**src/rtl/wm_pkg.sv**
```systemverilog
package wm_pkg;

    // Source of the step taken in a cycle.
    typedef enum logic [1:0] {
        PATH_FUNC = 2'd0,
        PATH_MARK = 2'd1,
        PATH_FILL = 2'd2
    } path_e;

endpackage

```
**src/rtl/wm_func_step.sv**
```systemverilog
module wm_func_step #(
    parameter int ST_W = 2,
    parameter int IN_W = 2
) (
    input  logic [ST_W-1:0] cur,
    input  logic [IN_W-1:0] sym,
    output logic [ST_W-1:0] nxt,
    output logic            carry
);
    localparam int SUM_W = ST_W + 1;

    logic [SUM_W-1:0] sum;

    // Accumulate with one guard bit; the guard bit is the wrap flag.
    assign sum   = SUM_W'(cur) + SUM_W'(sym);
    assign nxt   = sum[ST_W-1:0];
    assign carry = sum[ST_W];

endmodule

```
**src/rtl/wm_mark_table.sv**
```systemverilog
module wm_mark_table #(
    parameter int                          ST_W    = 2,
    parameter int                          IN_W    = 2,
    parameter int                          SIG_LEN = 2,
    parameter logic [SIG_LEN*IN_W-1:0]     SIG_IN  = 4'b1100,
    parameter logic [SIG_LEN-1:0]          SIG_OUT = 2'b01
) (
    input  logic [ST_W-1:0] cur,
    input  logic [IN_W-1:0] sym,
    output logic            hit,
    output logic [ST_W-1:0] nxt,
    output logic            out
);
    logic [SIG_LEN-1:0] match;

    // Entry k sits in state k and expects signature symbol k.
    generate
        for (genvar k = 0; k < SIG_LEN; k++) begin : g_entry
            localparam logic [ST_W-1:0] K_STATE = ST_W'(k);
            localparam logic [IN_W-1:0] K_SYM   = SIG_IN[k*IN_W +: IN_W];
            assign match[k] = (cur == K_STATE) && (sym == K_SYM);
        end
    endgenerate

    always_comb begin
        hit = |match;
        nxt = '0;
        out = 1'b0;
        for (int k = 0; k < SIG_LEN; k++) begin
            if (match[k]) begin
                nxt = ST_W'((k + 1) % SIG_LEN);
                out = SIG_OUT[k];
            end
        end
    end

endmodule

```
**src/rtl/wm_accum_fsm.sv**
```systemverilog
module wm_accum_fsm
    import wm_pkg::*;
#(
    parameter int                          ST_W    = 2,
    parameter int                          IN_W    = 2,
    parameter int                          SIG_LEN = 2,
    parameter logic [SIG_LEN*IN_W-1:0]     SIG_IN  = 4'b1100,
    parameter logic [SIG_LEN-1:0]          SIG_OUT = 2'b01
) (
    input  logic            clk,
    input  logic            rst,
    input  logic [IN_W-1:0] sym_in,
    input  logic            ext_sel,
    output logic            out_bit
);
    localparam int                 LAST     = SIG_LEN - 1;
    localparam logic [ST_W-1:0]    ST_FIRST = ST_W'(1 % SIG_LEN);
    localparam logic [ST_W-1:0]    ST_LAST  = ST_W'(LAST);

    typedef struct packed {
        logic [ST_W-1:0] state;
        logic            out;
    } step_t;

    logic [ST_W-1:0] state_q;
    step_t           step_d;
    path_e           path_sel;

    logic [ST_W-1:0] func_nxt;
    logic            func_carry;
    logic            mark_hit;
    logic [ST_W-1:0] mark_nxt;
    logic            mark_out;

    wm_func_step #(
        .ST_W (ST_W),
        .IN_W (IN_W)
    ) u_func (
        .cur   (state_q),
        .sym   (sym_in),
        .nxt   (func_nxt),
        .carry (func_carry)
    );

    wm_mark_table #(
        .ST_W    (ST_W),
        .IN_W    (IN_W),
        .SIG_LEN (SIG_LEN),
        .SIG_IN  (SIG_IN),
        .SIG_OUT (SIG_OUT)
    ) u_mark (
        .cur (state_q),
        .sym (sym_in),
        .hit (mark_hit),
        .nxt (mark_nxt),
        .out (mark_out)
    );

    always_comb begin
        if (!ext_sel)      path_sel = PATH_FUNC;
        else if (mark_hit) path_sel = PATH_MARK;
        else               path_sel = PATH_FILL;

        step_d = '{state: state_q, out: 1'b0};
        case (path_sel)
            PATH_FUNC: step_d = '{state: func_nxt, out: func_carry};
            PATH_MARK: step_d = '{state: mark_nxt, out: mark_out};
            default:   step_d = '{state: state_q, out: 1'b0};
        endcase
    end

    always_ff @(posedge clk) begin
        if (rst) state_q <= '0;
        else     state_q <= step_d.state;
    end

    assign out_bit = step_d.out;

    // reset lands in state 0.
    a_r1_reset_state: assert property (@(posedge clk)
        rst |=> state_q == '0);

    // functional step advances by the symbol, modulo the state range.
    a_r2_func_next: assert property (@(posedge clk) disable iff (rst)
        !ext_sel |=> state_q == ST_W'($past(state_q) + ST_W'($past(sym_in))));

    // a wrap flag means the state went down, no flag means it did not.
    a_r3_wrap_down: assert property (@(posedge clk) disable iff (rst)
        (!ext_sel && out_bit) |=> state_q < $past(state_q));
    a_r3_nowrap_up: assert property (@(posedge clk) disable iff (rst)
        (!ext_sel && !out_bit) |=> state_q >= $past(state_q));

    // first signature entry.
    a_r4_mark_first: assert property (@(posedge clk) disable iff (rst)
        (ext_sel && state_q == '0 && sym_in == SIG_IN[IN_W-1:0])
        |-> out_bit == SIG_OUT[0] ##1 state_q == ST_FIRST);

    // last signature entry closes the loop to state 0.
    a_r5_mark_last: assert property (@(posedge clk) disable iff (rst)
        (ext_sel && state_q == ST_LAST && sym_in == SIG_IN[LAST*IN_W +: IN_W])
        |-> out_bit == SIG_OUT[LAST] ##1 state_q == '0);

    // filler entries hold the state and keep the output low.
    a_r6_fill_hold: assert property (@(posedge clk) disable iff (rst)
        (ext_sel && !mark_hit) |-> !out_bit ##1 state_q == $past(state_q));

endmodule

```
**config.mk**
```make
export PLATFORM = sky130hd
export DESIGN_NAME = wm_accum_fsm
export DESIGN_NICKNAME = d
export VERILOG_FILES = /design/src/rtl/wm_pkg.sv /design/src/rtl/wm_func_step.sv /design/src/rtl/wm_mark_table.sv /design/src/rtl/wm_accum_fsm.sv
export SDC_FILE = /design/constraint.sdc
export NUM_CORES = 1
export LEC_CHECK = 0
export ABC_AREA = 1
export CAP_MARGIN = 20
export CORE_AREA = 2 2 39 41
export CTS_BUF_LIST = sky130_fd_sc_hd__clkbuf_4 sky130_fd_sc_hd__clkbuf_8
export DETAILED_ROUTE_END_ITERATION = 8
export DIE_AREA = 0 0 41 43
export DONT_BUFFER_PORTS = 1
export PLACE_DENSITY_LB_ADDON = 0.1
export SLEW_MARGIN = 20
export SYNTH_ARGS = -nofsm -noshare
export SYNTH_HDL_FRONTEND = slang
export SYNTH_SLANG_ARGS = --single-unit
```
**constraint.sdc**
```tcl
create_clock -name clk -period 1.1 [get_ports clk]
set_input_delay 0.22 -clock clk [delete_from_list [all_inputs] [get_ports clk]]
set_output_delay 0.22 -clock clk [all_outputs]
set_load 0.005 [all_outputs]
```
==> flow_summary.toml, run 1 <==
[detailed_routing]
wire_per_inst_um = 7.55
routed-via-count = 156
drt_iter0_drc = 0
drc = 0
wirelength_um = 332
dr.pass1.iters = 1
post_drt_via_cell_ratio = 3.55
antenna_left = 0

[clocking]
clkTransAtPathRegs_ns = 0.03
insertion_delay_ns = 0.22
cts_buffers = 3
cts_setup_buffers = 0
clock_tree.root_cell = "clkbuf_4"
clkSinkCount = 2
cts_max_path_buffers = 2
cts_tree = "yes"
htree_num_levels = 1

[timing]
finalSetupTns_ns = -0.428
finalCritPeriodShare_pct = 126
hold_viol = 0
skew_ns = 0.000757
setup_viol = 2
fin_crit_ns = 1.39
relSlewSlack_pct = 92.4
whs_ns = 0.0609
worstMarginPinSlew_ns = 0.114
rsz0062_at_grt = "yes"
finalWorstSetupSlack_ns = -0.286
maxSlewViolCount = 0
max_freq_mhz = 722

[grt]
grt_overflow = 0
antenna_found_initial = 0
grt_pass1_wl_um = 510
grt_usage_pct = 4.61
grt_start_max_net_pins = 8
grt_pass1_vias = 160

[floorplanning]
die_h_um = 43
dieArea_um2 = 1760
start_util_pct = 11.6
core_region_area_um2 = 1380
row_count = 14
chipWidth_um = 41
num_io_pins = 6

[pwr]
p_clk_share_pct = 50.7
power_density_nw_per_um2 = 1300
internal_power_uw = 237
p_leak_nw = 0.0980
finalPower_uw = 310
comb_power_share_pct = 21.5
switchingPower_uw = 73.2
switching_share_pct = 23.6
vdd_drop_max_v = 0.000289
p_seq_share_pct = 27.8

[cells_and_area]
area_delta_synth_final_pct = 48.4
seq_area_um2 = 41.3
fin_nets = 37
diodes = 0
multi_input_area_um2 = 124
reg_top3 = "state_q x2"
largest_reg_flops = 2
drive_gt1_share_pct = 42.9
regMostFlops = "state_q"
stdcell_area_um2 = 238
final_core_util_pct = 17.2
fillers = 163

[synthesis]
ys_warn_count = 0
synth_ff_type = "dfxtp_1"
synth_area_per_cell_um2 = 6.96
synth_nets = 30
synth_top_area_cell = "dfxtp_1"
yosysSeqAreaShare_pct = 25.0
async_flop_share_pct = 0
ys_ff_latch = 2
synth_edf_count = 0
syn_inst = 23
netlist-cell-type-count = 13
synth_common_cells = "nand2_1, inv_1, dfxtp_1, nor2_1, nor2_2"
synth_most_common_cell = "nand2_1"
yosys-top-cells-area = "dfxtp_1, fa_1, nand2_1, inv_1, ha_1"
synth_area_um2 = 160
synth_top_area_share_pct = 25.0

[worst_setup_path]
slowest_stage = "dfxtp_2"
worstPathCellList = "ha_4 -> inv_2 -> fa_2 -> o21ai_2"
cp-end-kind = "output port"
rr_worst_depth = 5
crit_fanout = 2
arrival_ns = 1.17
cp.required_ns = 0.88
cpPeakStageDelay_ns = 0.33
worst_setup_path_start_kind = "flip-flop"
critPathKind = "flip-flop to output port"

[run_status]
violations = "negative setup slack"
outcome = "complete, but fails checks"

[placement]
hpwl_um = 281
port_buffers = 0
gp_congestion = 0.584
placed_cell_area_um2 = 209

[flow_run]
maxCapViolations = 0

[hold_path]
worst_hold_path_type = "input pin to flip-flop"
hold_path_depth = 1
-- path summary, 6_finish.rpt --
kind	start	endpoint	slack [ns]
hold / removal	rst	state_q[0]	0.06
hold reg to reg	state_q[0]	state_q[0]	0.64
setup reg to reg	state_q[0]	state_q[1]	-0.14
setup / recovery	state_q[0]	out_bit	-0.29
-- through the flow --
stage / instances / worst slack, ns
finish: 44 / -0.286
detailed placement: 41 / -0.134
global placement: 41 / -0.127
floorplan: 23 / -0.112
CTS: 44 / -0.333
global route: 44 / -0.320
-- cell families after synthesis --
group | synth area share, %
buf+inv | 9.37
simple gates | 31.3
flops | 25.0
compound gates | 14.1
fa+ha+maj | 20.3
-- power groups by stage --
stage	Sequential (mW)	Combinational (mW)	Clock, mW
CTS	0.0864	0.0693	0.169
global placement	0.0869	0.0659	0
floorplan	0.0902	0.0413	0
finish	0.0863	0.0667	0.157
detailed placement	0.0873	0.0638	0
global route	0.0868	0.0764	0.171
-- cells in the final DEF (no fill, tap or decap) --
cell	Yosys	final
o21a_1	1	1
o21ai_2	0	1
a21oi_1	1	1
nand2_1	5	5
fa_2	0	1
buf_4	0	2
inv_2	0	1
nand3_1	1	1
dfxtp_2	0	1
nor2_2	2	2
ha_4	0	1
nand4_1	1	1
inv_1	4	3
clkbuf_4	0	3
nor2_1	2	2
o21ai_1	1	1
dfxtp_1	2	1
-- routing by layer --
| layer | share of wire, % | vias to the layer above | GRT usage (%) |
|---|---|---|---|
| met2 | 55 | 4 | 7.50 |
| met4 | 0 | 0 | 6.00 |
| met1 | 33 | 69 | 2.56 |
| li1 | - | 83 | - |
| met5 | 0 | - | 0 |
| met3 | 12 | 0 | 2.62 |
-- worst max-delay path: cells and delay by family, from the launching register on --
| family | cells | cell delay [ns] |
|---|---|---|
| AOI/OAI and AO/OA | 1 | 0.13 |
| buffers and inverters | 1 | 0.03 |
| DFF | 1 | 0.33 |
| adders and majority gates | 2 | 0.45 |
-- final cells by class --
cell class / instances / area share (%)
multi-input cells: 17 / 52.1
flip-flops and latches: 2 / 17.4
clock buffers: 3 / 9.47
well taps: 16 / 8.42
repair buffers: 2 / 6.32
inverters: 4 / 6.32
-- repair_timing --
action,in CTS,in global routing
pin swaps,1,1
resized for setup,2,0
endpoints found under the setup margin,2,2
endpoints found under the hold margin,0,0
hold buffers,0,0
Note: power is estimated with default switching activity, not from simulation.
==> run 2, diff against run 1 <==
ABC_AREA = not set   (was 1)
==> flow_summary.toml, run 2 <==
[hold_path]
worst_hold_path_type = "input pin to flip-flop"
hold_path_depth = 1

[worst_setup_path]
cp-end-kind = "output port"
crit_fanout = 2
cp.required_ns = 0.88
crit_cells = 4
cp_top_family = "adder cells"
arrival_ns = 1.16
worst_setup_path_start_kind = "flip-flop"
worstPathCellList = "ha_4 -> inv_2 -> fa_2 -> o21ai_2"
worst-path-buf-inv = 1
rr_worst_depth = 6
cpPeakStageDelay_ns = 0.34
slowest_stage = "dfxtp_2"
critPathKind = "flip-flop to output port"

[synthesis]
syn_inst = 18
async_flop_share_pct = 0
synth_ff_type = "dfxtp_1"
synth_common_cells = "inv_1, nor2_1, dfxtp_1, o21ai_0"
synth_area_um2 = 143
netlist-cell-type-count = 12
synth_top_area_cell = "dfxtp_1"
yosysSeqAreaShare_pct = 28.1
synth_edf_count = 0
ys_warn_count = 0
synth_nets = 25
ys_ff_latch = 2
synth_top_area_share_pct = 28.1
yosys-top-cells-area = "dfxtp_1, fa_1, ha_1, inv_1, nor2_1"
synth_area_per_cell_um2 = 7.92

[cells_and_area]
fin_nets = 33
reg_top3 = "state_q x2"
largest_reg_flops = 2
diodes = 0
fillers = 157
regMostFlops = "state_q"
layout_common_cells = "nor2_1, clkbuf_4, buf_4"
drive_gt1_share_pct = 54.2
area_delta_synth_final_pct = 59.6

[grt]
grt_start_max_net_pins = 7
grt_pass1_vias = 165
grt_overflow = 0
antenna_found_initial = 0
grt_pass1_wl_um = 641
grt_usage_pct = 6.22

[pwr]
p_leak_nw = 0.0885
p_seq_share_pct = 28.2
internal_power_uw = 237
switchingPower_uw = 71.4
comb_power_share_pct = 20.6
switching_share_pct = 23.2
power_density_nw_per_um2 = 1350
vdd_drop_max_v = 0.000383
finalPower_uw = 308
p_clk_share_pct = 51.2

[run_status]
outcome = "complete, but fails checks"
violations = "negative setup slack"

[detailed_routing]
antenna_left = 0
drc = 0
drt_iter0_drc = 0
routed-via-count = 140
post_drt_via_cell_ratio = 3.50
dr.pass1.iters = 1
wirelength_um = 364
wire_per_inst_um = 9.10

[timing]
max_freq_mhz = 722
rsz0062_at_grt = "yes"
finalCritPeriodShare_pct = 126
maxSlewViolCount = 0
worstMarginPinSlew_ns = 0.196
skew_ns = 0.00433
fin_crit_ns = 1.38
setup_viol = 2
finalWorstSetupSlack_ns = -0.285
hold_viol = 0
relSlewSlack_pct = 86.8

[placement]
port_buffers = 0
gp_congestion = 0.667
pre_cts_slack_ns = -0.167
hpwl_um = 298

[floorplanning]
dieArea_um2 = 1760
die_h_um = 43
start_util_pct = 10.3
num_io_pins = 6
core_region_area_um2 = 1380
chipWidth_um = 41
row_count = 14

[flow_run]
maxCapViolations = 0

[clocking]
clkTransAtPathRegs_ns = 0.03
cts_buffers = 3
cts_setup_buffers = 0
clkSinkCount = 2
insertion_delay_ns = 0.22
ctsHoldBuffers = 0
cts_max_path_buffers = 2
cts_tree = "yes"
htree_num_levels = 1
clock_tree.root_cell = "clkbuf_4"
==> run 2: layout make-up <==
class                      instances  area (µm²)  share of cell area [%]
multi-input combinational         12         106                    46.7
inverter                           4        15.0                    6.59
timing repair buffer               3        22.5                    9.89
sequential                         2        41.3                    18.1
tap                               16        20.0                    8.79
clock buffer                       3        22.5                    9.89
==> run 2: final timing paths <==
kind / from / end / slack, ns
hold reg to reg: state_q[1] / state_q[1] / 0.61
setup reg to reg: state_q[0] / state_q[1] / -0.20
setup / recovery: state_q[0] / out_bit / -0.28
hold / removal: rst / state_q[1] / 0.06
==> run 2: logic make-up after synthesis <==
family          after synthesis  share of synthesized area [%]
flops                         2                           28.1
fa+ha+maj                     2                           22.8
compound gates                5                           20.2
simple gates                  5                           18.4
buf+inv                       4                           10.5
==> run 2: repair_timing <==
action | 4_1_cts | 5_1_grt
setup endpoints to repair | 2 | 2
pin swaps | 1 | 2
gates resized for setup | 5 | 0
==> run 2: power by group through the flow <==
stage                     clock [mW]  combinational, mW  sequential (mW)
final                          0.158             0.0636           0.0869
after global routing           0.179             0.0743           0.0879
after CTS                      0.169             0.0654           0.0867
after detailed placement           0             0.0567           0.0859
after global placement             0             0.0585           0.0862
after floorplan                    0             0.0333           0.0879
==> run 2: routing by layer <==
| metal | GRT usage (%) | up-vias | share of wire [%] |
|---|---|---|---|
| met4 | 8.00 | 0 | 0 |
| met1 | 5.14 | 63 | 37 |
| li1 | - | 73 | - |
| met5 | 0 | - | 0 |
| met2 | 7.81 | 4 | 53 |
| met3 | 4.71 | 0 | 9.3 |
==> run 2: worst reg2reg max path, stage by stage, from the launching register on <==
cell     delay [ns]
dfxtp_2        0.34
ha_4           0.12
inv_2          0.03
fa_2           0.51
nor2_1         0.04
a21oi_1        0.11
nor2_1         0.05
==> run 2: through the flow <==
stage          hold slack [ns]  utilization [%]  TNS (ns)  instances  area [µm²]
2_1_floorplan            0.285                -    -0.225         18         144
3_3_place_gp             0.294             13.5    -0.362         37         186
3_5_place_dp             0.291             13.5    -0.321         37         186
4_1_cts                 0.0550             16.5    -0.528         40         228
5_1_grt                 0.0509             16.5    -0.596         40         228
6_report                0.0601             16.5    -0.488         40         228
